### src/rtl/jdbg_burst_pkg.sv
package jdbg_burst_pkg;
  localparam int OP_W = 4;

  localparam logic [OP_W-1:0] OP_RD8    = 4'h1;
  localparam logic [OP_W-1:0] OP_RD16   = 4'h2;
  localparam logic [OP_W-1:0] OP_RD32   = 4'h3;
  localparam logic [OP_W-1:0] OP_ERR_WR = 4'h8;
  localparam logic [OP_W-1:0] OP_ERR_RD = 4'h9;

  typedef enum logic [2:0] {
    ST_IDLE, ST_STAT, ST_DATA, ST_CRC, ST_TAIL, ST_ERRD
  } st_e;

  typedef enum logic [1:0] {
    SZ_8  = 2'd0,
    SZ_16 = 2'd1,
    SZ_32 = 2'd2
  } size_e;
endpackage

### src/rtl/jdbg_crc.sv
module jdbg_crc #(
  parameter int              CRC_W = 32,
  parameter logic [CRC_W-1:0] POLY = 32'hEDB88320
) (
  input  logic             clk_i,
  input  logic             rst_ni,
  input  logic             init_i,
  input  logic             upd_i,
  input  logic             bit_i,
  input  logic             shift_i,
  output logic [CRC_W-1:0] crc_o
);
  logic [CRC_W-1:0] crc_q;

  always_ff @(posedge clk_i or negedge rst_ni) begin
    if (!rst_ni) crc_q <= '1;
    else if (init_i) crc_q <= '1;
    else if (upd_i) crc_q <= {1'b0, crc_q[CRC_W-1:1]} ^ ((bit_i ^ crc_q[0]) ? POLY : '0);
    else if (shift_i) crc_q <= {1'b0, crc_q[CRC_W-1:1]};
  end

  assign crc_o = crc_q;
endmodule

### src/rtl/jdbg_err_reg.sv
module jdbg_err_reg #(
  parameter int ADDR_W = 32
) (
  input  logic              clk_i,
  input  logic              rst_ni,
  input  logic              set_i,
  input  logic [ADDR_W-1:0] set_addr_i,
  input  logic              clr_i,
  output logic              flag_o,
  output logic [ADDR_W-1:0] addr_o
);
  always_ff @(posedge clk_i or negedge rst_ni) begin
    if (!rst_ni) begin
      flag_o <= 1'b0;
      addr_o <= '0;
    end else if (clr_i) begin
      // an error landing with the clear is kept, not lost
      flag_o <= set_i;
      addr_o <= set_i ? set_addr_i : '0;
    end else if (set_i && !flag_o) begin
      flag_o <= 1'b1;
      addr_o <= set_addr_i;
    end
  end
endmodule

### src/rtl/jdbg_fetch.sv
module jdbg_fetch
  import jdbg_burst_pkg::*;
#(
  parameter int ADDR_W = 32,
  parameter int CNT_W  = 16,
  parameter int DATA_W = 32
) (
  input  logic              clk_i,
  input  logic              rst_ni,
  input  logic              start_i,
  input  logic [ADDR_W-1:0] addr_i,
  input  logic [CNT_W-1:0]  cnt_i,
  input  size_e             size_i,
  input  logic              take_i,
  input  logic              abort_i,
  output logic              bus_req_o,
  output logic [ADDR_W-1:0] bus_addr_o,
  output logic [1:0]        bus_size_o,
  input  logic              bus_ack_i,
  input  logic              bus_err_i,
  input  logic [DATA_W-1:0] bus_rdata_i,
  output logic              word_vld_o,
  output logic [DATA_W-1:0] word_o,
  output logic              err_set_o
);
  size_e             size_q;
  logic [CNT_W-1:0]  left_q;
  logic [ADDR_W-1:0] step;
  logic [DATA_W-1:0] masked;
  logic              resp;

  always_comb begin
    case (size_q)
      SZ_8:    begin step = ADDR_W'(1); masked = DATA_W'(bus_rdata_i[7:0]);  end
      SZ_16:   begin step = ADDR_W'(2); masked = DATA_W'(bus_rdata_i[15:0]); end
      default: begin step = ADDR_W'(4); masked = bus_rdata_i;                end
    endcase
  end

  assign resp = bus_req_o && (bus_ack_i || bus_err_i);

  always_ff @(posedge clk_i or negedge rst_ni) begin
    if (!rst_ni) begin
      size_q     <= SZ_32;
      left_q     <= '0;
      bus_req_o  <= 1'b0;
      bus_addr_o <= '0;
      word_vld_o <= 1'b0;
      word_o     <= '0;
    end else if (start_i) begin
      size_q     <= size_i;
      left_q     <= cnt_i;
      bus_addr_o <= addr_i;
      bus_req_o  <= 1'b1;
      word_vld_o <= 1'b0;
    end else begin
      if (resp) begin
        bus_req_o  <= 1'b0;
        word_vld_o <= 1'b1;
        word_o     <= bus_err_i ? '0 : masked;
        bus_addr_o <= bus_addr_o + step;
        left_q     <= left_q - CNT_W'(1);
      end else if (take_i) begin
        word_vld_o <= 1'b0;
        if (left_q != '0 && !abort_i) bus_req_o <= 1'b1;
      end
      if (abort_i) left_q <= '0;
    end
  end

  assign bus_size_o = size_q;
  assign err_set_o  = bus_req_o && bus_err_i;
endmodule

### src/rtl/jdbg_burst_reader.sv
module jdbg_burst_reader
  import jdbg_burst_pkg::*;
#(
  parameter int               ADDR_W   = 32,
  parameter int               CNT_W    = 16,
  parameter int               DATA_W   = 32,
  parameter int               CRC_W    = 32,
  parameter logic [CRC_W-1:0] CRC_POLY = 32'hEDB88320
) (
  input  logic              clk_i,
  input  logic              rst_ni,
  input  logic              shift_dr_i,
  input  logic              update_dr_i,
  input  logic              tdi_i,
  output logic              tdo_o,
  output logic              bus_req_o,
  output logic [ADDR_W-1:0] bus_addr_o,
  output logic [1:0]        bus_size_o,
  input  logic              bus_ack_i,
  input  logic              bus_err_i,
  input  logic [DATA_W-1:0] bus_rdata_i
);
  localparam int FRAME_W = 1 + OP_W + ADDR_W + CNT_W;
  localparam int MAX_B   = (CRC_W > ADDR_W + 1) ? CRC_W : ADDR_W + 1;
  localparam int BIT_W   = $clog2(MAX_B) + 1;

  logic [FRAME_W-1:0] sreg;
  st_e                st;
  size_e              size_q, dec_size;
  logic [CNT_W-1:0]   words_left;
  logic [BIT_W-1:0]   bitcnt, wbits;
  logic [DATA_W-1:0]  shifter;
  logic [ADDR_W:0]    errsh;

  logic              f_sel;
  logic [OP_W-1:0]   f_op;
  logic [ADDR_W-1:0] f_addr;
  logic [CNT_W-1:0]  f_cnt;
  logic              dec_ok, is_rd, start, err_clr, err_rd_go, abort;

  logic              word_vld, take, err_set, err_flag;
  logic [DATA_W-1:0] word_data;
  logic [ADDR_W-1:0] err_addr;
  logic [CRC_W-1:0]  crc;

  // command shift register, LSB arrives first
  always_ff @(posedge clk_i or negedge rst_ni) begin
    if (!rst_ni) sreg <= '0;
    else if (shift_dr_i) sreg <= {tdi_i, sreg[FRAME_W-1:1]};
  end

  assign f_sel  = sreg[FRAME_W-1];
  assign f_op   = sreg[FRAME_W-2 -: OP_W];
  assign f_addr = sreg[CNT_W +: ADDR_W];
  assign f_cnt  = sreg[CNT_W-1:0];

  always_comb begin
    dec_ok    = update_dr_i && (st == ST_IDLE) && !f_sel;
    is_rd     = (f_op == OP_RD8) || (f_op == OP_RD16) || (f_op == OP_RD32);
    start     = dec_ok && is_rd && (f_cnt != '0);
    err_clr   = dec_ok && (f_op == OP_ERR_WR) && sreg[0];
    err_rd_go = dec_ok && (f_op == OP_ERR_RD);
    abort     = update_dr_i && (st != ST_IDLE);
    case (f_op)
      OP_RD8:  dec_size = SZ_8;
      OP_RD16: dec_size = SZ_16;
      default: dec_size = SZ_32;
    endcase
    case (size_q)
      SZ_8:    wbits = BIT_W'(8);
      SZ_16:   wbits = BIT_W'(16);
      default: wbits = BIT_W'(32);
    endcase
  end

  assign take = (st == ST_STAT) && shift_dr_i && word_vld;

  always_ff @(posedge clk_i or negedge rst_ni) begin
    if (!rst_ni) begin
      st         <= ST_IDLE;
      size_q     <= SZ_32;
      words_left <= '0;
      bitcnt     <= '0;
      shifter    <= '0;
      errsh      <= '0;
    end else if (st == ST_IDLE) begin
      if (start) begin
        st         <= ST_STAT;
        size_q     <= dec_size;
        words_left <= f_cnt;
        bitcnt     <= '0;
      end else if (err_rd_go) begin
        st    <= ST_ERRD;
        errsh <= {err_addr, err_flag};
      end
    end else if (update_dr_i) begin
      st <= ST_IDLE;
    end else if (shift_dr_i) begin
      case (st)
        ST_STAT: if (word_vld) begin
          st      <= ST_DATA;
          shifter <= word_data;
          bitcnt  <= '0;
        end
        ST_DATA: begin
          shifter <= shifter >> 1;
          bitcnt  <= bitcnt + BIT_W'(1);
          if (bitcnt == wbits - BIT_W'(1)) begin
            bitcnt     <= '0;
            words_left <= words_left - CNT_W'(1);
            st         <= (words_left == CNT_W'(1)) ? ST_CRC : ST_STAT;
          end
        end
        ST_CRC: begin
          bitcnt <= bitcnt + BIT_W'(1);
          if (bitcnt == BIT_W'(CRC_W - 1)) st <= ST_TAIL;
        end
        ST_ERRD: errsh <= errsh >> 1;
        default: ;
      endcase
    end
  end

  always_comb begin
    case (st)
      ST_STAT: tdo_o = word_vld;
      ST_DATA: tdo_o = shifter[0];
      ST_CRC:  tdo_o = crc[0];
      ST_ERRD: tdo_o = errsh[0];
      default: tdo_o = 1'b0;
    endcase
  end

  jdbg_fetch #(.ADDR_W(ADDR_W), .CNT_W(CNT_W), .DATA_W(DATA_W)) u_fetch (
    .clk_i       (clk_i),
    .rst_ni      (rst_ni),
    .start_i     (start),
    .addr_i      (f_addr),
    .cnt_i       (f_cnt),
    .size_i      (dec_size),
    .take_i      (take),
    .abort_i     (abort),
    .bus_req_o   (bus_req_o),
    .bus_addr_o  (bus_addr_o),
    .bus_size_o  (bus_size_o),
    .bus_ack_i   (bus_ack_i),
    .bus_err_i   (bus_err_i),
    .bus_rdata_i (bus_rdata_i),
    .word_vld_o  (word_vld),
    .word_o      (word_data),
    .err_set_o   (err_set)
  );

  jdbg_crc #(.CRC_W(CRC_W), .POLY(CRC_POLY)) u_crc (
    .clk_i   (clk_i),
    .rst_ni  (rst_ni),
    .init_i  (start),
    .upd_i   ((st == ST_DATA) && shift_dr_i && !update_dr_i),
    .bit_i   (shifter[0]),
    .shift_i ((st == ST_CRC) && shift_dr_i && !update_dr_i),
    .crc_o   (crc)
  );

  jdbg_err_reg #(.ADDR_W(ADDR_W)) u_err (
    .clk_i      (clk_i),
    .rst_ni     (rst_ni),
    .set_i      (err_set),
    .set_addr_i (bus_addr_o),
    .clr_i      (err_clr),
    .flag_o     (err_flag),
    .addr_o     (err_addr)
  );
endmodule

### config.mk
export PLATFORM = sky130hd
export DESIGN_NAME = jdbg_burst_reader
export DESIGN_NICKNAME = d
export VERILOG_FILES = /design/src/rtl/jdbg_burst_pkg.sv /design/src/rtl/jdbg_crc.sv /design/src/rtl/jdbg_err_reg.sv /design/src/rtl/jdbg_fetch.sv /design/src/rtl/jdbg_burst_reader.sv
export SDC_FILE = /design/constraint.sdc
export NUM_CORES = 1
export LEC_CHECK = 0
export BUFFER_PORTS_ARGS = -buffer_cell sky130_fd_sc_hd__buf_2
export CAP_MARGIN = 30
export CORE_MARGIN = 2
export CORE_UTILIZATION = 35
export CTS_BUF_LIST = sky130_fd_sc_hd__clkbuf_2 sky130_fd_sc_hd__clkbuf_4 sky130_fd_sc_hd__clkbuf_8
export DETAILED_ROUTE_END_ITERATION = 8
export SLEW_MARGIN = 20
export SYNTH_ARGS = -nofsm -noshare
export SYNTH_HDL_FRONTEND = slang
export SYNTH_SLANG_ARGS = --single-unit
### constraint.sdc
create_clock -name clk_i -period 3 [get_ports clk_i]
set_input_delay 0.6 -clock clk_i [delete_from_list [all_inputs] [get_ports clk_i]]
set_output_delay 0.6 -clock clk_i [all_outputs]
set_load 0.05 [all_outputs]
Word-level counts from Yosys, hierarchy flattened

Cells that the tools add are included.

Bits in registers: 295
Bits of input ports: 39
Logic and storage cells: 161
Output and inout bits: 36

Add/subtract/negate cells: 5
Equality and inequality tests: 24
Reductions and logical operators: 53
Muxes and demuxes: 58
Bitwise operators: 5

Operator list:

| cell                                                | number |
|---|---|
| 2-to-1 mux 32 bit                                   | 11 |
| 2-to-1 mux 33 bit                                   | 6 |
| 2-to-1 mux 16 bit                                   | 9 |
| one-hot mux 32 bit (2 select lines)                 | 2 |
| 2-to-1 mux 7 bit                                    | 6 |
| adder 32 x 3 -> 32 bit                              | 1 |
| nonzero test 16 bit                                 | 2 |
| subtractor 16 x 1 -> 16 bit (second input constant) | 2 |
| XOR 31 x 32 -> 32 bit                               | 1 |
| 2-to-1 mux 3 bit                                    | 8 |
| one-hot mux 7 bit (3 select lines)                  | 1 |
| AND reduction 5 bit                                 | 4 |
| logical AND 1 bit                                   | 18 |
| nonzero test 3 bit                                  | 6 |
| == test 16 x 1 -> 1 bit (second input constant)     | 1 |
| nonzero test 2 bit                                  | 7 |
| one-hot mux 6 bit (2 select lines)                  | 1 |
| 2-to-1 mux 1 bit                                    | 9 |
| one-hot mux 3 bit (3 select lines)                  | 1 |
| == test 4 x 2 -> 1 bit (second input constant)      | 2 |
| == test 4 bit (second input constant)               | 2 |
| inequality test 4 bit (second input constant)       | 2 |
| adder 7 x 1 -> 7 bit (second input constant)        | 1 |
| == test 7 x 5 -> 1 bit (second input constant)      | 1 |
| other kinds (26)                                    | 41 |

Logic depth before layout (Yosys ltp)

Gate-level depths: netlist (run 1).

Depth in word-level cells: 9
Depth in mapped cells: 9
Mapped depth without buffers: 9

By module

A second synthesis (run 1) with hierarchy kept.

Cell total of the unflattened synthesis: 1,396
Area total of the unflattened synthesis: 14,405.1 µm²

Modules (own cells, without submodules):

| module            | seq. area each (µm²) | times used | cells each | area an instance (µm²) |
|---|---|---|---|---|
| jdbg_burst_reader | 3,654.8              | 1          | 682        | 6,944.2 |
| jdbg_fetch        | 2,103.3              | 1          | 457        | 4,234.1 |
| jdbg_err_reg      | 825.8                | 1          | 147        | 1,715.4 |
| jdbg_crc          | 840.8                | 1          | 110        | 1,511.4 |

Worst setup path before layout (run 1)

No wires, ideal clock.

Path type: reg-to-reg
From: reg u_fetch.size_q[0] (netlist: u_fetch.bus_size_o[0])
To: reg u_fetch.bus_addr_o[30]
Cell stages (with the launch flop): 10
Buffers on the path: 0
Slack: 0.522 ns
Arrival: 2.342 ns
Clock period less this slack: 2.478 ns
Setup time: 0.137 ns
Required time: 2.863 ns
Cells stage by stage: dfrtp_1 -> nor2_1 -> ha_1 -> inv_1 -> fa_1 -> nor2b_1 -> o211ai_1 -> nor4_1 -> xnor2_1 -> a21oi_1

Longest elaborated chain between the ends: 5
Elaborated cells between the ends (all ways): 6
Those cells by class: add/sub: 1; eq/ne: 1; mux: 3; reduce/logical: 1

RTL lines:

| element                                                            | RTL line         | RTL |
|---|---|---|
| start, declared                                                    | jdbg_fetch.sv:26 | `size_e size_q;` |
| start signal, assigned                                             | jdbg_fetch.sv:51 | `size_q <= size_i;` |
| == test 2 x 1 -> 1 bit / logical NOT 2 bit (equally long branches) | jdbg_fetch.sv:33 | `case (size_q)` |
| one-hot mux 3 bit (2 select lines) *                               | jdbg_fetch.sv:33 |  |
| adder 32 x 3 -> 32 bit *                                           | jdbg_fetch.sv:61 | `bus_addr_o <= bus_addr_o + step;` |
| 2-to-1 mux 32 bit *                                                | jdbg_fetch.sv:57 | `if (resp) begin` |
| 2-to-1 mux 32 bit *                                                | jdbg_fetch.sv:50 | `end else if (start_i) begin` |
| end signal, assigned                                               | jdbg_fetch.sv:53 | `bus_addr_o <= addr_i;` |
| end signal, assigned                                               | jdbg_fetch.sv:61 |  |
| end, declared                                                      | jdbg_fetch.sv:17 | `output logic [ADDR_W-1:0] bus_addr_o,` |

Mark *: on every way between the ends. The rest lies on a longest branch, timed or not. The select of a mux whose other input is x is not followed.
A chain may end at the register's enable or synchronous reset.

Worst setup path in the final report (run 1)

From: reg st[1]
To: out tdo_o

Longest elaborated chain between the ends: 2
Elaborated cells between the ends (all ways): 5
Those cells by class: eq/ne: 4; mux: 1

RTL lines:

| element                               | RTL line                 | RTL |
|---|---|---|
| start, declared                       | jdbg_burst_reader.sv:28  | `st_e st;` |
| start signal, assigned                | jdbg_burst_reader.sv:111 | `st <= (words_left == CNT_W'(1)) ? ST_CRC : ST_STAT;` |
| == test 3 bit (tied with other cells) | jdbg_burst_reader.sv:125 | `case (st)` |
| one-hot mux 1 bit (4 select lines) *  | jdbg_burst_reader.sv:125 |  |
| end, declared                         | jdbg_burst_reader.sv:15  | `output logic tdo_o,` |

Mark *: on every way between the ends. The rest lies on a longest branch, timed or not.

==> results of run 1 <==
critical path, cell delays in order (launching register included):
cell,delay [ps]
sky130_fd_sc_hd__dfrtp_1,510
sky130_fd_sc_hd__nor2b_1,250
sky130_fd_sc_hd__and2_1,210
sky130_fd_sc_hd__a21oi_1,60
sky130_fd_sc_hd__a21oi_1,320
sky130_fd_sc_hd__buf_2,330
per-stage QoR:
stage | cell area [µm²] | power (mW) | setup slack [ps] | util | hold WS [ps]
floorplan | 13700 | 5.23 | 522 | - | 304
global placement | 14700 | 5.50 | 446 | 0.381 | 462
detailed placement | 14700 | 5.54 | 384 | 0.381 | 471
CTS | 15700 | 9.14 | 20.0 | 0.406 | 1.38
global route | 15700 | 9.48 | 75.6 | 0.406 | 19.4
finish | 15700 | 9.00 | 145 | 0.406 | -13.0
synthesized netlist by cell type (8+ instances only):
cell	number
sky130_fd_sc_hd__and3_1	12
sky130_fd_sc_hd__o21ai_0	101
sky130_fd_sc_hd__inv_1	16
sky130_fd_sc_hd__xnor2_1	43
sky130_fd_sc_hd__buf_2	19
sky130_fd_sc_hd__nand3_1	24
sky130_fd_sc_hd__clkbuf_1	56
sky130_fd_sc_hd__mux2i_1	31
sky130_fd_sc_hd__dfrtp_1	261
sky130_fd_sc_hd__a22oi_2	9
sky130_fd_sc_hd__nor4_1	18
sky130_fd_sc_hd__a31oi_1	38
sky130_fd_sc_hd__buf_1	11
sky130_fd_sc_hd__ha_1	8
sky130_fd_sc_hd__nor2_1	151
sky130_fd_sc_hd__a21oi_1	80
sky130_fd_sc_hd__nor3_1	23
sky130_fd_sc_hd__a22oi_1	8
sky130_fd_sc_hd__mux2_2	54
sky130_fd_sc_hd__dfstp_2	34
sky130_fd_sc_hd__nand2_1	203
sky130_fd_sc_hd__nand4_1	9
sky130_fd_sc_hd__a22o_1	33
sky130_fd_sc_hd__xor2_1	12
sky130_fd_sc_hd__nand2b_1	11
cell families (layout without fill, tap and decap cells):
logic type / after synthesis / in the layout
fa+ha+maj: 9 / 9
simple gates: 503 / 503
xor+xnor: 55 / 55
flops: 295 / 295
compound gates: 316 / 316
mux: 85 / 85
buf+inv: 105 / 206
other cells: 0 / 1
metal layers:
metal	up-vias	track usage
met1	5009	0.219
li1	4944	-
met3	59	0.0308
met2	185	0.249
met5	-	0
met4	0	0.0475
final timing paths:
kind	cells after the start	start	slack [ps]	endpoint
worst max-delay path	5	st[1]$_DFFE_PN0P_	140	tdo_o
worst min-delay path	1	rst_ni	-10	shifter[5]$_DFFE_PN0P_
worst max register to register	9	u_fetch.bus_size_o[0]$_DFFE_PN0N_	340	u_fetch.bus_addr_o[26]$_DFFE_PN0P_
worst min register to register	2	u_fetch.word_o[7]$_DFFE_PN0P_	480	u_fetch.word_o[7]$_DFFE_PN0P_
max in group asynchronous	2	rst_ni	2190	u_fetch.left_q[5]$_DFFE_PN0P_
min in group clk_i	3	bus_rdata_i[30]	270	u_fetch.word_o[30]$_DFFE_PN0P_
layout make-up:
class | instances | area, µm²
fillers | 3816 | 23000
clock buffers | 81 | 952
repair buffers | 108 | 736
inverters | 16 | 60.1
diodes | 1 | 2.50
multi-input cells | 968 | 5860
well taps | 518 | 648
flip-flops and latches | 295 | 7430
clock inverters | 1 | 8.76
registers in the layout (all words and copies together), names as in the netlist:
signal,cells
u_fetch.left_q,16
u_fetch.bus_addr_o,32
sreg,53
u_crc.crc_o,32
u_fetch.bus_req_o,1
size_q,2
u_err.addr_o,32
st,3
errsh,33
words_left,16
bitcnt,7
u_fetch.bus_size_o,2
u_fetch.word_vld_o,1
shifter,32
u_err.flag_o,1
u_fetch.word_o,32
power by group:
part	total [mW]	switching, mW	internal [mW]
clock	3.54	1.57	1.98
sequential	4.70	0.281	4.42
combinational	0.757	0.376	0.381
total	9.00	2.22	6.78
==> report_table.html, run 1 <==
<table>
<tr><th>Metric</th><th>Value</th></tr>
<tr><th colspan="2">Route</th></tr>
<tr><td>Violation count after the first detailed-route iteration</td><td>636</td></tr>
<tr><td>Routed length on met1</td><td>15.1 mm</td></tr>
<tr><td>Amount of wire on met2 after detailed routing</td><td>14.3 mm</td></tr>
<tr><td>1st-pass router iterations</td><td>4</td></tr>
<tr><td>DR vias</td><td>10197</td></tr>
<tr><td>Highest routing layer actually used</td><td>met4</td></tr>
<tr><td>Remaining number of nets flagged by the antenna check after routing</td><td>0</td></tr>
<tr><td>Met3 Wirelength</td><td>1.32 mm</td></tr>
<tr><td>Vias per inst</td><td>5.13</td></tr>
<tr><td>Wire length per cell</td><td>15.8 µm</td></tr>
<tr><td>Routed wire length</td><td>31.5 mm</td></tr>
<tr><td>DRC violations left</td><td>0</td></tr>
<tr><th colspan="2">Floorplanning</th></tr>
<tr><td>Number of top-level design ports</td><td>75</td></tr>
<tr><td>Floorplan core area</td><td>38600 µm²</td></tr>
<tr><td>Placement row count</td><td>72</td></tr>
<tr><td>Full die area</td><td>40700 µm²</td></tr>
<tr><td>Width of the die</td><td>202 µm</td></tr>
<tr><td>Starting density of the core</td><td>0.354</td></tr>
<tr><td>DIE HEIGHT</td><td>202 µm</td></tr>
<tr><th colspan="2">Final layout</th></tr>
<tr><td>Most frequent cells in the layout</td><td>sky130_fd_sc_hd__dfrtp_1 (260), sky130_fd_sc_hd__nand2_1 (202), sky130_fd_sc_hd__nor2_1 (149), sky130_fd_sc_hd__o21ai_0 (101), sky130_fd_sc_hd__a21oi_1 (78)</td></tr>
<tr><td>Synthesis-to-finish area growth</td><td>14.8%</td></tr>
<tr><td>Number of nets at the end of the flow</td><td>1485</td></tr>
<tr><td>Most common cell after layout, fill and taps aside</td><td>sky130_fd_sc_hd__dfrtp_1</td></tr>
<tr><td>Non-Filler Instances</td><td>1988</td></tr>
<tr><td>Share of layout cells above drive strength 1</td><td>0.208</td></tr>
<tr><th colspan="2">Yosys</th></tr>
<tr><td>Synth warnings</td><td>0</td></tr>
<tr><td>Adder and majority cell fraction of the synthesized area</td><td>0.00878</td></tr>
<tr><td>Area share of the largest cell type after synthesis</td><td>0.478</td></tr>
<tr><td>Cell Area, Synth</td><td>13700 µm²</td></tr>
<tr><td>Dominant combinational cell family by area after synthesis</td><td>simple AND/OR/NAND/NOR gates</td></tr>
<tr><td>Biggest area consumer among synthesized cells</td><td>sky130_fd_sc_hd__dfrtp_1</td></tr>
<tr><td>Most frequently used flop master after synthesis</td><td>sky130_fd_sc_hd__dfrtp_1</td></tr>
<tr><td>Syn Inst Count</td><td>1368</td></tr>
<tr><td>Share of synthesized flip-flops with an asynchronous set or reset</td><td>1.00</td></tr>
<tr><td>Number of enable flip-flop cells after synthesis</td><td>0</td></tr>
<tr><td>Simple-gate share of the synthesized area</td><td>0.169</td></tr>
<tr><td>Post-synthesis mux area share</td><td>0.0672</td></tr>
<tr><td>Library cells used by synthesis</td><td>66</td></tr>
<tr><td>Sequential fraction of the synthesis area</td><td>0.543</td></tr>
<tr><td>Synth top area cells</td><td>sky130_fd_sc_hd__dfrtp_1 (48%), sky130_fd_sc_hd__dfstp_2 (6.5%), sky130_fd_sc_hd__nand2_1 (5.6%), sky130_fd_sc_hd__mux2_2 (4.4%), sky130_fd_sc_hd__nor2_1 (4.1%)</td></tr>
<tr><td>Complex-gate fraction of the synthesized area</td><td>0.145</td></tr>
<tr><td>Post-synthesis net count</td><td>1416</td></tr>
<tr><td>Syn avg cell area</td><td>9.99 µm²</td></tr>
<tr><td>Flops &amp; latches, synth</td><td>295</td></tr>
<tr><td>Synth Area in XOR/XNOR</td><td>0.0352</td></tr>
<tr><th colspan="2">Timing</th></tr>
<tr><td>Final count of hold timing violations</td><td>6</td></tr>
<tr><td>Setup Total Neg Slack</td><td>0 ps</td></tr>
<tr><td>Fmax achieved</td><td>350 MHz</td></tr>
<tr><td>Period utilisation layout</td><td>0.952</td></tr>
<tr><td>Worst relative slew slack</td><td>0.422</td></tr>
<tr><td>Final setup violation count</td><td>0</td></tr>
<tr><td>Final count of pins violating max slew</td><td>0</td></tr>
<tr><td>Final Skew</td><td>40.3 ps</td></tr>
<tr><td>Worst hold-check slack</td><td>-13.0 ps</td></tr>
<tr><td>RSZ-0062 raised after global routing</td><td>no</td></tr>
<tr><td>Clock period minus worst slack</td><td>2860 ps</td></tr>
<tr><td>Transition at the pin with the smallest max-transition slack</td><td>863 ps</td></tr>
<tr><th colspan="2">Global routing</th></tr>
<tr><td>First-pass GRT wire length</td><td>53.3 mm</td></tr>
<tr><td>Final global-route overflow total</td><td>0</td></tr>
<tr><td>Number of global-route vias before repair</td><td>10172</td></tr>
<tr><td>Total routing resource utilization after global routing</td><td>0.157</td></tr>
<tr><td>Pin count of the biggest net entering global routing</td><td>79</td></tr>
<tr><td>Initial antenna violation count</td><td>1</td></tr>
<tr><th colspan="2">Power</th></tr>
<tr><td>Static leakage</td><td>6.78 nW</td></tr>
<tr><td>Max rail drop VDD</td><td>0.000387 V</td></tr>
<tr><td>Power density over the cells</td><td>574 nW/µm²</td></tr>
<tr><th colspan="2">Worst setup path</th></tr>
<tr><td>Highest net fanout along the worst path</td><td>9</td></tr>
<tr><td>Startpoint-to-endpoint class of the critical path</td><td>register to output port</td></tr>
<tr><td>Arr. time, crit path</td><td>2260 ps</td></tr>
<tr><td>CP Capture Type</td><td>output port</td></tr>
<tr><td>Required time reported for the critical path endpoint</td><td>2400 ps</td></tr>
<tr><td>Kind of start point of the critical path</td><td>register</td></tr>
<tr><th colspan="2">Clock tree</th></tr>
<tr><td>Htree depth</td><td>2</td></tr>
<tr><td>Clock root cell</td><td>sky130_fd_sc_hd__clkbuf_8</td></tr>
<tr><td>Number of cells upsized or downsized after cts</td><td>0</td></tr>
<tr><td>CTS max path bufs</td><td>3</td></tr>
<tr><td>Clock tree from TritonCTS</td><td>built</td></tr>
<tr><td>Clock latency reported for the late side of the worst-skew pair</td><td>590 ps</td></tr>
<tr><td>Clock tree sinks</td><td>295</td></tr>
<tr><td>Clock-pin slew of the registers on the worst-case setup and hold paths</td><td>60 ps</td></tr>
<tr><td>Number of hold-repair buffers added at the cts stage</td><td>0</td></tr>
<tr><td>Cts bufs inserted</td><td>48</td></tr>
<tr><td>Setup repair bufs after CTS</td><td>0</td></tr>
<tr><th colspan="2">Place</th></tr>
<tr><td>Final weighted congestion in routability-driven placement</td><td>0.769</td></tr>
<tr><td>Detailed Place HPWL</td><td>20.3 mm</td></tr>
<tr><td>Buffers added on ports</td><td>74</td></tr>
<tr><td>Number of placed instances with taps included</td><td>1905</td></tr>
<tr><th colspan="2">Flow run</th></tr>
<tr><td>Maxcap violations</td><td>0</td></tr>
<tr><th colspan="2">Status</th></tr>
<tr><td>Status</td><td>complete, but fails checks</td></tr>
<tr><td>Failing checks</td><td>hold timing</td></tr>
<tr><th colspan="2">Hold path</th></tr>
<tr><td>Worst Hold Class</td><td>input pin to async pin</td></tr>
</table>
No activity file was read; power rests on OpenSTA's default activity.
==> inputs of run 2 (changes only) <==
CORE_UTILIZATION = 63   (was 35)
PLACE_DENSITY = 0.82   (was unset)
==> run 2 against run 1 <==
The run now ends clean. Combinational power about the same. Critical path depth stayed put. Setup slack got worse by 7.0 ps. Cell count is 12% lower. Non-clock buffer count is 2 lower. Clock-buffer cell count is the same. Power is 1.5% higher. Worst hold slack improved by 280 ps. First-iteration DRC count fell by 2.5%. Sequential share of layout area grew 0.74 points. Sequential cell count is the same. Die area shrank 44%.
==> report_table.html, run 2 (synthesis results as in run 1) <==
<table>
<tr><th>Metric</th><th>Value</th></tr>
<tr><th colspan="2">Final layout</th></tr>
<tr><td>Antenna diode count</td><td>0 (-1)</td></tr>
<tr><td>Most common cell after layout, fill and taps aside</td><td>sky130_fd_sc_hd__dfrtp_1</td></tr>
<tr><td>Share of layout cells above drive strength 1</td><td>0.209 (+0.000936)</td></tr>
<tr><td>Biggest regs</td><td>sreg x53, errsh x33</td></tr>
<tr><td>Most frequent cells in the layout</td><td>sky130_fd_sc_hd__dfrtp_1 (260), sky130_fd_sc_hd__nand2_1 (202), sky130_fd_sc_hd__nor2_1 (149), sky130_fd_sc_hd__o21ai_0 (101), sky130_fd_sc_hd__a21oi_1 (78)</td></tr>
<tr><td>Largest reg by FF count</td><td>sreg</td></tr>
<tr><td>Flip-flop count of the largest register, all copies and words added</td><td>53 (unchanged)</td></tr>
<tr><td>Synthesis-to-finish area growth</td><td>13.0%</td></tr>
<tr><td>Number of nets at the end of the flow</td><td>1482 (-0.20%)</td></tr>
<tr><th colspan="2">Clock tree</th></tr>
<tr><td>Clock latency reported for the late side of the worst-skew pair</td><td>560 ps (-30 ps)</td></tr>
<tr><td>CTS max path bufs</td><td>3 (unchanged)</td></tr>
<tr><td>Setup repair bufs after CTS</td><td>0 (unchanged)</td></tr>
<tr><td>Htree depth</td><td>2 (unchanged)</td></tr>
<tr><td>Clock-pin slew of the registers on the worst-case setup and hold paths</td><td>70 ps (about the same)</td></tr>
<tr><td>Clock tree from TritonCTS</td><td>built</td></tr>
<tr><td>Clock tree sinks</td><td>295 (unchanged)</td></tr>
<tr><td>Clock root cell</td><td>sky130_fd_sc_hd__clkbuf_8</td></tr>
<tr><td>Cts bufs inserted</td><td>47 (-2.1%)</td></tr>
<tr><th colspan="2">Floorplanning</th></tr>
<tr><td>Floorplan core area</td><td>21200 µm² (-45%)</td></tr>
<tr><td>Placement row count</td><td>53 (-26%)</td></tr>
<tr><td>Starting density of the core</td><td>0.646 (+0.293)</td></tr>
<tr><td>Full die area</td><td>22900 µm² (-44%)</td></tr>
<tr><td>Width of the die</td><td>151 µm (-25%)</td></tr>
<tr><td>DIE HEIGHT</td><td>151 µm (-25%)</td></tr>
<tr><td>Number of top-level design ports</td><td>75 (unchanged)</td></tr>
<tr><th colspan="2">Status</th></tr>
<tr><td>Status</td><td>completed</td></tr>
<tr><th colspan="2">Timing</th></tr>
<tr><td>Transition at the pin with the smallest max-transition slack</td><td>794 ps (-69.4 ps)</td></tr>
<tr><td>Worst relative slew slack</td><td>0.468 (+0.0465)</td></tr>
<tr><td>Final setup violation count</td><td>0 (unchanged)</td></tr>
<tr><td>Period utilisation layout</td><td>0.954 (+0.00234)</td></tr>
<tr><td>RSZ-0062 raised after global routing</td><td>no</td></tr>
<tr><td>Final Skew</td><td>19.4 ps (-20.8 ps)</td></tr>
<tr><td>Final count of hold timing violations</td><td>0 (-6)</td></tr>
<tr><td>Setup Total Neg Slack</td><td>0 ps (unchanged)</td></tr>
<tr><td>Fmax achieved</td><td>349 MHz (-0.24%)</td></tr>
<tr><td>Final count of pins violating max slew</td><td>0 (unchanged)</td></tr>
<tr><td>Clock period minus worst slack</td><td>2860 ps (+7.01 ps)</td></tr>
<tr><th colspan="2">Power</th></tr>
<tr><td>Static leakage</td><td>6.80 nW (+0.34%)</td></tr>
<tr><td>Max rail drop VDD</td><td>0.000512 V (+32%)</td></tr>
<tr><td>Power density over the cells</td><td>591 nW/µm² (+3.1%)</td></tr>
<tr><td>Total power after layout</td><td>9.14 mW (+1.5%)</td></tr>
<tr><th colspan="2">Route</th></tr>
<tr><td>Vias per inst</td><td>5.95 (+16%)</td></tr>
<tr><td>DR vias</td><td>10395 (+1.9%)</td></tr>
<tr><td>Wire length per cell</td><td>16.9 µm (+6.8%)</td></tr>
<tr><td>Remaining number of nets flagged by the antenna check after routing</td><td>0 (unchanged)</td></tr>
<tr><td>Violation count after the first detailed-route iteration</td><td>620 (-2.5%)</td></tr>
<tr><td>Routed wire length</td><td>29.5 mm (-6.2%)</td></tr>
<tr><td>DRC violations left</td><td>0 (unchanged)</td></tr>
<tr><td>1st-pass router iterations</td><td>7 (+3)</td></tr>
<tr><th colspan="2">Worst setup path</th></tr>
<tr><td>Maximum cell stage delay along the critical path</td><td>590 ps (+80 ps)</td></tr>
<tr><td>Capture instance of the worst register-to-register path</td><td>u_fetch.bus_addr_o[26]$_DFFE_PN0P_</td></tr>
<tr><td>Kind of start point of the critical path</td><td>register</td></tr>
<tr><td>Internal reg-to-reg setup slack</td><td>260 ps (-80 ps)</td></tr>
<tr><td>Highest net fanout along the worst path</td><td>11 (+2)</td></tr>
<tr><td>Arr. time, crit path</td><td>2260 ps (about the same)</td></tr>
<tr><td>Origin of the worst setup path</td><td>st[0]$_DFFE_PN0P_</td></tr>
<tr><td>Startpoint-to-endpoint class of the critical path</td><td>register to output port</td></tr>
<tr><td>Slowest library cell on the worst path</td><td>sky130_fd_sc_hd__dfrtp_1</td></tr>
<tr><td>Number of cells on the worst reg-to-reg path</td><td>9 (unchanged)</td></tr>
<tr><td>Required time reported for the critical path endpoint</td><td>2400 ps (about the same)</td></tr>
<tr><td>Worst path bufs/invs</td><td>2 (+1)</td></tr>
<tr><td>Reg-to-Reg Start</td><td>u_fetch.bus_size_o[1]$_DFFE_PN1N_</td></tr>
<tr><td>Worst path cell trace</td><td>buf_4 -&gt; mux2_2 -&gt; a21oi_1 -&gt; a21oi_1 -&gt; buf_2</td></tr>
<tr><td>CP Capture Type</td><td>output port</td></tr>
<tr><td>Crit-path most repeated cell</td><td>sky130_fd_sc_hd__a21oi_1</td></tr>
<tr><td>Family with the most delay on the worst path</td><td>flip-flops</td></tr>
<tr><th colspan="2">Global routing</th></tr>
<tr><td>Most heavily used metal layer in global routing</td><td>met2</td></tr>
<tr><td>GR Layer Usage met2</td><td>0.435 (+0.186)</td></tr>
<tr><td>Met3 usage</td><td>0.0473 (+0.0165)</td></tr>
<tr><td>Pin count of the biggest net entering global routing</td><td>73 (-7.6%)</td></tr>
<tr><td>Initial antenna violation count</td><td>0 (-1)</td></tr>
<tr><td>Met1 Resource Use GR</td><td>0.367 (+0.149)</td></tr>
<tr><td>First-pass GRT wire length</td><td>49.2 mm (-7.6%)</td></tr>
<tr><td>Total routing resource utilization after global routing</td><td>0.266 (+0.109)</td></tr>
<tr><td>Final global-route overflow total</td><td>0 (unchanged)</td></tr>
<tr><td>Number of global-route vias before repair</td><td>10210 (+0.37%)</td></tr>
<tr><th colspan="2">Hold path</th></tr>
<tr><td>Worst Hold Class</td><td>input pin to register</td></tr>
<tr><td>Capture endpoint of the worst hold path</td><td>sreg[52]$_DFFE_PN0P_</td></tr>
<tr><td>Hold Crit Start</td><td>tdi_i</td></tr>
<tr><td>Number of cells traversed by the worst hold path</td><td>2</td></tr>
<tr><th colspan="2">Place</th></tr>
<tr><td>Buffers added on ports</td><td>74 (unchanged)</td></tr>
<tr><td>Detailed Place HPWL</td><td>19.0 mm (-6.5%)</td></tr>
<tr><td>Final weighted congestion in routability-driven placement</td><td>0.858 (+12%)</td></tr>
<tr><th colspan="2">Flow run</th></tr>
<tr><td>Maxcap violations</td><td>0 (unchanged)</td></tr>
</table>
[run 2: cell types whose count changed in the layout (fill, tap and decap cells not counted)]
| cell | previous run | this run |
|---|---|---|
| sky130_fd_sc_hd__clkbuf_4 | 26 | 18 |
| sky130_fd_sc_hd__clkbuf_8 | 55 | 63 |
| sky130_fd_sc_hd__clkinv_2 | 0 | 4 |
| sky130_fd_sc_hd__buf_4 | 26 | 23 |
| sky130_fd_sc_hd__diode_2 | 1 | 0 |
| sky130_fd_sc_hd__dlygate4sd3_1 | 0 | 1 |
| sky130_fd_sc_hd__inv_6 | 1 | 2 |
[run 2: worst register-to-register path, delay by kind of cell, from the launching register on]
family          cells  cell delay, ps
buf+inv             1              50
flops               1             400
fa+ha+maj           2             580
simple gates        3             980
xor+xnor            1             160
compound gates      2             450
[run 2: where the power goes]
part	internal (mW)	total (mW)	switching, mW
Sequential	4.42	4.71	0.296
Combinational	0.380	0.759	0.379
Clock	2.10	3.67	1.56
Total	6.90	9.14	2.24
[run 2: worst max path at each step]
| stage | cells past startpoint | endpoint | slack, ps |
|---|---|---|---|
| after floorplan | 9 | u_fetch.bus_addr_o[30]$_DFFE_PN0P_ | 520 |
| after global placement | 6 | bitcnt[2]$_DFFE_PN0P_ | 460 |
| after detailed placement | 9 | u_fetch.bus_addr_o[26]$_DFFE_PN0P_ | 340 |
| after CTS | 5 | tdo_o | 150 |
| after global routing | 5 | tdo_o | 20 |
| final | 5 | tdo_o | 140 |
[run 2: layout make-up]
| type | count | area (µm²) |
|---|---|---|
| sequential | 295 | 7430 |
| multi-input combinational | 968 | 5860 |
| fill | 1480 | 5700 |
| clock buffer | 81 | 1000 |
| timing repair buffer | 106 | 723 |
| tap | 275 | 344 |
| inverter | 16 | 60.1 |
| clock inverter | 6 | 37.5 |
[run 2: per-stage QoR]
step	setup WS, ps	instances	cell area, µm²	util	hold WS (ps)
2_1_floorplan	522	1368	13700	-	304
3_5_place_dp	337	1659	14400	0.681	471
6_report	138	1747	15500	0.730	267
4_1_cts	151	1747	15500	0.730	245
5_1_grt	22.2	1747	15500	0.730	251
3_3_place_gp	456	1659	14400	0.681	462
[run 2: what timing repair did]
| item | CTS | global route |
|---|---|---|
| gates resized for setup | 0 | 1 |
| hold buffers | 1 | 0 |
| hold endpoints to repair | 37 | 0 |
| setup endpoints to repair | 0 | 1 |
[run 2: routing by layer]
| metal | routed length (µm) | vias to the layer above | share of wire |
|---|---|---|---|
| met1 | 13200 | 5144 | 0.45 |
| met3 | 1550 | 43 | 0.052 |
| li1 | - | 4935 | - |
| met4 | 433 | 0 | 0.015 |
| met2 | 14300 | 273 | 0.49 |
| met5 | 0 | - | 0 |
